## src/rtl/vf_seq.sv

```systemverilog
module vf_seq #(
  parameter int NCORE     = 4,
  parameter int RW        = 6,
  parameter int VW        = 7,
  parameter int DW        = 8,
  parameter int TMO       = 1023,
  parameter int MIN_RATIO = 6,
  parameter int MIN_VID   = 20
) (
  input  logic                clk,
  input  logic                rst_n,
  input  logic [NCORE-1:0]    req_we,
  input  logic [NCORE*RW-1:0] req_ratio,
  input  logic [NCORE*VW-1:0] req_vid,
  input  logic [DW-1:0]       dwell_cfg,
  input  logic                lowpwr_en,
  input  logic                pkg_idle,
  input  logic                pll_lock,
  output logic [RW-1:0]       cur_ratio,
  output logic [VW-1:0]       cur_vid,
  output logic                busy,
  output logic                snoop_block,
  output logic                lock_err
);
  localparam int PW = RW + VW;
  localparam int TW = $clog2(TMO + 1);
  localparam int CW = (TW > DW) ? TW : DW;
  localparam logic [RW-1:0] LO_R = RW'(MIN_RATIO);
  localparam logic [VW-1:0] LO_V = VW'(MIN_VID);

  typedef enum logic [1:0] {S_IDLE, S_RAISE, S_RELOCK, S_LOWER} st_t;
  st_t st;

  logic [RW-1:0] rq_r [NCORE];
  logic [VW-1:0] rq_v [NCORE];
  logic [PW-1:0] best, eff;
  logic [RW-1:0] eff_r, tgt_r;
  logic [VW-1:0] eff_v, tgt_v;
  logic [CW-1:0] cnt;
  logic          dwell_hit, tmo_hit;

  always_ff @(posedge clk or negedge rst_n) begin
    if (!rst_n) begin
      for (int i = 0; i < NCORE; i++) begin
        rq_r[i] <= LO_R;
        rq_v[i] <= LO_V;
      end
    end else begin
      for (int i = 0; i < NCORE; i++) begin
        if (req_we[i]) begin
          rq_r[i] <= req_ratio[i*RW +: RW];
          rq_v[i] <= req_vid[i*VW +: VW];
        end
      end
    end
  end

  always_comb begin
    best = {rq_r[0], rq_v[0]};
    for (int i = 1; i < NCORE; i++)
      if ({rq_r[i], rq_v[i]} > best) best = {rq_r[i], rq_v[i]};
  end

  assign eff       = (lowpwr_en && pkg_idle) ? {LO_R, LO_V} : best;
  assign eff_r     = eff[PW-1:VW];
  assign eff_v     = eff[VW-1:0];
  assign dwell_hit = (cnt == CW'(dwell_cfg));
  assign tmo_hit   = (cnt == CW'(TMO));
  assign busy        = (st != S_IDLE);
  assign snoop_block = (st == S_RELOCK);

  always_ff @(posedge clk or negedge rst_n) begin
    if (!rst_n) begin
      st        <= S_IDLE;
      cur_ratio <= LO_R;
      cur_vid   <= LO_V;
      tgt_r     <= LO_R;
      tgt_v     <= LO_V;
      cnt       <= '0;
      lock_err  <= 1'b0;
    end else begin
      case (st)
        S_IDLE: begin
          cnt <= '0;
          if (eff != {cur_ratio, cur_vid}) begin
            tgt_r <= eff_r;
            tgt_v <= eff_v;
            if (eff_v > cur_vid) st <= S_RAISE;
            else if (eff_r != cur_ratio) begin
              st        <= S_RELOCK;
              cur_ratio <= eff_r;
            end else st <= S_LOWER;
          end
        end
        S_RAISE: begin
          if (cur_vid == tgt_v) begin
            cnt <= '0;
            if (tgt_r != cur_ratio) begin
              st        <= S_RELOCK;
              cur_ratio <= tgt_r;
            end else st <= S_IDLE;
          end else if (dwell_hit) begin
            cur_vid <= cur_vid + 1'b1;
            cnt     <= '0;
          end else cnt <= cnt + 1'b1;
        end
        S_RELOCK: begin
          if (cnt != '0 && pll_lock) begin
            cnt <= '0;
            st  <= (tgt_v < cur_vid) ? S_LOWER : S_IDLE;
          end else if (tmo_hit) begin
            lock_err <= 1'b1;
            cnt      <= '0;
            st       <= (tgt_v < cur_vid) ? S_LOWER : S_IDLE;
          end else cnt <= cnt + 1'b1;
        end
        S_LOWER: begin
          if (cur_vid == tgt_v) st <= S_IDLE;
          else if (dwell_hit) begin
            cur_vid <= cur_vid - 1'b1;
            cnt     <= '0;
          end else cnt <= cnt + 1'b1;
        end
        default: st <= S_IDLE;
      endcase
    end
  end

  p_vid_unit_step_r3: assert property (@(posedge clk) disable iff (!rst_n)
    !$stable(cur_vid) |-> ((cur_vid - $past(cur_vid)) == VW'(1) ||
                           ($past(cur_vid) - cur_vid) == VW'(1)));

  p_ratio_in_window_r5: assert property (@(posedge clk) disable iff (!rst_n)
    !$stable(cur_ratio) |-> snoop_block);

  p_vid_quiet_in_window_r5: assert property (@(posedge clk) disable iff (!rst_n)
    snoop_block |-> $stable(cur_vid));

  p_window_in_busy_r6: assert property (@(posedge clk) disable iff (!rst_n)
    snoop_block |-> busy);

  p_target_frozen_r6: assert property (@(posedge clk) disable iff (!rst_n)
    (busy && $past(busy)) |-> ($stable(tgt_r) && $stable(tgt_v)));

  p_err_sticky_r8: assert property (@(posedge clk) disable iff (!rst_n)
    lock_err |=> lock_err);
endmodule

```

## config.mk

```make
export PLATFORM = sky130hd
export DESIGN_NAME = vf_seq
export DESIGN_NICKNAME = d
export VERILOG_FILES = /design/src/rtl/vf_seq.sv
export SDC_FILE = /design/constraint.sdc
export NUM_CORES = 1
export LEC_CHECK = 0
export BUFFER_PORTS_ARGS = -buffer_cell sky130_fd_sc_hd__clkbuf_2
export CORE_MARGIN = 8
export CORE_UTILIZATION = 48
export CTS_BUF_LIST = sky130_fd_sc_hd__clkbuf_8
export DETAILED_ROUTE_END_ITERATION = 7
export PLACE_DENSITY = 0.68
export REMOVE_ABC_BUFFERS = 1
export SLEW_MARGIN = 20
export SYNTH_ARGS = -nofsm -noshare
export SYNTH_HDL_FRONTEND = slang
export SYNTH_SLANG_ARGS = --single-unit
```

## constraint.sdc

```tcl
create_clock -name clk -period 11.9 [get_ports clk]
set_input_delay 1.785 -clock clk [delete_from_list [all_inputs] [get_ports clk]]
set_output_delay 1.785 -clock clk [all_outputs]
set_load 0.02 [all_outputs]
```

==> Word-level counts from Yosys, hierarchy flattened <==
Index checks and enable logic that the tools add are counted.
{ "word_totals": {"regBits": 91, "input_bits": 69, "output_inout_bits": 16, "word_cells": 87} }
{ "classes": {"n_addsub": 3, "order_cmp": 5, "n_eq_ne": 20, "n_mux": 31, "n_bitwise": 1, "n_reduce_logical": 12} }
{ "op_table": {"columns": ["operator", "count"], "rows": [
  ["$mux W13", 4],
  ["$mux W10", 5],
  ["$pmux W10 S4", 1],
  ["$gt A13 B13 Y1", 3],
  ["$mux W6", 5],
  ["$mux W7", 4],
  ["$ne A2 B2 Y1 const B", 10],
  ["$mux W2", 8],
  ["$pmux W7 S2", 1],
  ["$ne A13 B13 Y1", 1],
  ["$ne A6 B6 Y1", 2],
  ["$pmux W6 S2", 1],
  ["$add A10 B1 Y10 const B", 1],
  ["$eq A10 B10 Y1 const B", 1],
  ["$eq A10 B8 Y1", 1],
  ["$reduce_bool A10 Y1", 1],
  ["$pmux W2 S4", 1],
  ["$add A7 B1 Y7 const B", 1],
  ["$eq A7 B7 Y1", 1],
  ["$gt A7 B7 Y1", 1],
  ["$lt A7 B7 Y1", 1],
  ["$sub A7 B1 Y7 const B", 1],
  ["$reduce_and A6 Y1", 1],
  ["$reduce_bool A2 Y1", 3],
  ["11 further kinds", 13]
]} }

==> Depth between registers and ports, before layout <==
{ "logic_depth": {"ltp_word": 12, "ltp_mapped": 38, "ltp_nobuf": 34} }

==> Least setup slack after synthesis <==
Ideal clock, no wire load.
{ "synth_path": {"path_kind": "reg-to-reg", "start": "reg rq_v[25] (netlist bit)", "end": "reg cur_ratio[0]", "setup_ns": 0.125, "arrival_ns": 7.789, "required_ns": 11.775, "setup_slack_ns": 3.986, "stages_incl_launch_ff": 38, "n_path_buf": 5, "path_cell_list": "dfstp_2 -> inv_1 -> ha_1 -> a21oi_1 -> o221ai_2 -> a221oi_4 -> nor2_2 -> buf_6 -> o22a_1 -> ha_1 -> nand4_2 -> or4_4 -> o31ai_4 -> clkbuf_1 -> clkbuf_1 -> nand2_1 -> o21ai_0 -> ha_1 -> (+2 left out) -> a21oi_1 -> nor4_2 -> nor2_1 -> buf_2 -> buf_1 -> o21a_1 -> nor2_1 -> ha_1 -> nor2b_1 -> o21a_1 -> o21a_1 -> o21a_1 -> o21a_1 -> o21ai_0 -> a21oi_1 -> nor3b_1 -> o31ai_4 -> mux2_2"} }
{ "synth_lines": {"columns": ["element", "line_no", "source"], "rows": [
  ["start: declaration", "35", "logic [VW-1:0] rq_v [NCORE];"],
  ["start signal: indexed assignment", "52", "rq_v[i] <= req_vid[i*VW +: VW];"],
  ["$gt A13 B13 Y1", "61", "if ({rq_r[i], rq_v[i]} > best) best = {rq_r[i], rq_v[i]};"],
  ["$mux W13 *", "61", null],
  ["$gt A13 B13 Y1", "61", null],
  ["$mux W13 *", "61", null],
  ["$gt A13 B13 Y1", "61", null],
  ["$mux W13 *", "61", null],
  ["$mux W13 *", "64", "assign eff = (lowpwr_en && pkg_idle) ? {LO_R, LO_V} : best;"],
  ["via eff[1]", "36", "logic [PW-1:0] best, eff;"],
  ["$gt A7 B7 Y1 / $ne A13 B13 Y1 (equally long branches)", "88, 85", null],
  ["$ne A2 B2 Y1 (no line)", null, null],
  ["$reduce_and A6 Y1 (no line) *", null, null],
  ["end signal: assignment", "91", "cur_ratio <= eff_r;"],
  ["end signal: assignment", "100", "cur_ratio <= tgt_r;"],
  ["end: declaration", "19", "output logic [RW-1:0] cur_ratio,"]
]} }
The timed path passes the listed nets; every way through them passes the cells marked *. The select of a mux whose other input is x is not followed.
A chain may end at the register's enable or synchronous reset.

==> Worst setup path in the final report <==
{ "layout_path": {"start": "reg rq_v[25] (netlist bit)", "end": "reg cur_ratio[3]"} }
Same word-level chain as after synthesis.

==> metrics.csv <==
metric,value,unit
Hold Path Depth,1,
Post-synth EDFFs,0,
CTS Sinks,91,
Final Worst Setup Slack,3.125,ns
Synth-to-Final Area Change,11.72,%
R2R setup slack,3.13,ns
final setup TNS,0,ns
WS Path Type,flop to flop,
TritonCTS buffer count,9,
first-pass GRT wire length,25160,µm
row count,42,
layout cells sized above 1,26.50,%
number of hold buffers added after CTS,0,
First-pass DRT Iterations,5,
maximum vdd drop,0.09225,mV
R2R depth,35,
non-filler cells in the finished layout,893,
Starting Density,48.24,%
die area,17020,µm²
Vias/cell,5.605,
initial antenna violation count,0,
crit-path max FO,27,
Worst Setup Start Kind,flop,
Final Max Tran Viols,0,
Worst Skew,0.01051,ns
Initial DRC Count,190,
# setup viols final,0,
launching point of the worst reg2reg path,rq_v[25]$_DFFE_PN1P_,
final antenna-violating net count,0,
FF-to-FF End,cur_ratio[3]$_DFFE_PN0P_,
final hold violation count,0,
CP required,12.16,ns
hold slack,0.4759,ns
Crit-path slowest cell,o31ai_4,
TritonCTS clock tree,yes,
"Core Util, Final",53.90,%
Nets,845,
cts repair resizes,0,
RD Place Congestion,0.8745,
largest net degree at the start of global routing,57,
GRT overflow,0,
Max Root-Sink Buffers,2,
DRC viols,0,
CP max stage delay,0.84,ns
Seq cells post-synth,91,
post-synthesis async set-or-reset flop share,100.0,%
Critical Path End Type,flop,
num ports,85,
DR vias,5005,
Max H-tree Level,3,
prevailing post-synth register cell,dfrtp_1,
status,"complete, no violations",
number of post-CTS setup repair buffers,0,
P per Cell Area,203.9,nW/µm²
RSZ-0062 raised after global routing,false,
mean post-synth cell area,9.855,µm²
Clock Latency Late Sink,0.37,ns
fillcell total,1226,
fmax,114.0,MHz
CORE AREA,13030,µm²
total track usage,18.52,%
Die Height,130.5,µm
worst hold path type,flop to flop,
Final period util,73.74,%
Hold EP,lock_err$_DFFE_PN0P_,
number of global-route vias before repair,5287,
Synth cell types,69,
DP HPWL,11840,µm
Routed WL,14850,µm
Ys Warns,0,
CTS root buffer,clkbuf_8,
Slew headroom,36.06,%
Max-Cap Viols,0,
Post-Place Cells,878,
leakage,0.003320,µW
synthesized area,6287,µm²
"most used cell, CP",o21a_1,
number of I/O port buffers,84,
Place WS,3.119,ns
# diodes,0,
clock-pin slew on the worst setup and hold paths,0.09,ns
detailed-route wire length per cell,16.63,µm
Die Wd,130.5,µm
arrival time at the worst endpoint,9.03,ns
register area share after synthesis,36.70,%
Tightest Pin Transition,0.9592,ns
worst hold start,lock_err$_DFFE_PN0P_,
Syn Inst Count,638,
fin crit period,8.775,ns
[per-stage QoR]
stage | area [µm²] | total power [µW]
floorplan | 6187 | 1032
detailed placement | 6845 | 1238
finish | 7024 | 1433
CTS | 7024 | 1441
global placement | 6845 | 1201
global route | 7024 | 1560
[kinds of logic (layout without fill, tap and decap cells)]
family	count (synthesis)	after routing	share of synthesized area [%]
simple gates	177	177	13.85
compound gates	151	151	16.88
flops	91	91	36.70
mux	74	74	12.99
fa+ha+maj	63	63	12.66
buf+inv	60	139	3.861
xor+xnor	22	22	3.065
[final cells by class]
type / count / area, µm² / area share [%]
tap: 176 / 220.2 / 3.135
inverter: 38 / 142.6 / 2.031
clock buffer: 12 / 165.2 / 2.351
clock inverter: 3 / 13.76 / 0.1959
timing repair buffer: 86 / 437.9 / 6.234
multi-input combinational: 487 / 3737 / 53.21
sequential: 91 / 2307 / 32.85
[how the worst max path moves through the flow]
| stage | from | endpoint | depth (start not counted) |
|---|---|---|---|
| detailed placement | rq_v[25]$_DFFE_PN1P_ | cur_ratio[4]$_DFFE_PN0P_ | 35 |
| finish | rq_v[25]$_DFFE_PN1P_ | cur_ratio[3]$_DFFE_PN0P_ | 35 |
| global route | rq_v[25]$_DFFE_PN1P_ | cur_ratio[3]$_DFFE_PN0P_ | 34 |
| floorplan | rq_v[25]$_DFFE_PN1P_ | cur_ratio[0]$_DFFE_PN0P_ | 34 |
| global placement | rq_v[25]$_DFFE_PN1P_ | cur_ratio[3]$_DFFE_PN0P_ | 35 |
| CTS | rq_v[25]$_DFFE_PN1P_ | cur_ratio[3]$_DFFE_PN0P_ | 35 |
[registers in the layout (all words and copies together), names as in the netlist]
name and count:
tgt_r 6, cur_vid 7, rq_r 24, cur_ratio 6, st 2, lock_err 1
rq_v 28, cnt 10, tgt_v 7
[worst max-delay path: cells and delay by family, from the launching register on]
kind | cells | cell delay (ns)
AO/OA/AOI/OAI | 14 | 2.98
adder cells (fa/ha/maj) | 4 | 1.20
flip-flops | 1 | 0.54
multiplexers | 3 | 1.10
buffers and inverters | 3 | 0.40
AND/OR/NAND/NOR | 11 | 2.42
[power by group]
part / switching [µW] / internal [µW] / total (µW)
clock network: 106 / 90.6 / 196
registers: 81.9 / 392 / 474
logic: 429 / 333 / 762
total: 617 / 816 / 1430
[metal layers]
| layer | routed length (µm) | global-route usage (%) | vias up |
|---|---|---|---|
| met5 | 0 | 0 | - |
| met4 | 274 | 5.942 | 0 |
| met3 | 756 | 4.099 | 20 |
| met2 | 7203 | 32.11 | 135 |
| met1 | 6617 | 22.41 | 2404 |
| li1 | - | - | 2446 |
[Yosys cell counts (10+ instances only)]
cell type  instances  share of area (%)
o21a_1            12                1.4
inv_1             38                2.3
mux2i_1           18                2.9
nand3_1           12               0.96
nand4_1           10                1.0
a21oi_1           28                2.2
o21ai_0           54                4.3
xnor2_1           15                2.1
nand2b_1          11                1.1
ha_1              62                 12
dfstp_2           24                 10
nor2_1            25                1.5
a21o_1            10                1.2
nand2_1           79                4.7
dfrtp_1           67                 27
mux2_2            45                8.1
clkbuf_1          16               0.96
[cells in the final DEF, fill, tap and decap left out, types with 4 or more instances in the layout]
cell       n
clkbuf_8  12
nand3_1   12
xor2_1     7
dfrtp_1   67
mux2_2    45
xnor2_1   15
nand2b_1  11
clkbuf_2  83
mux2_1     9
inv_1     39
a21oi_1   28
dfstp_2   24
nand4_1   10
o221ai_2   4
nor3_1     5
o21a_1    12
o31ai_1    5
o211ai_1   5
ha_1      62
and3_1     7
o21ai_0   54
mux2i_1   18
a21o_1    10
nor2_1    25
nand2_1   79
nor2b_1    7
(Power assumes the default switching activity.)
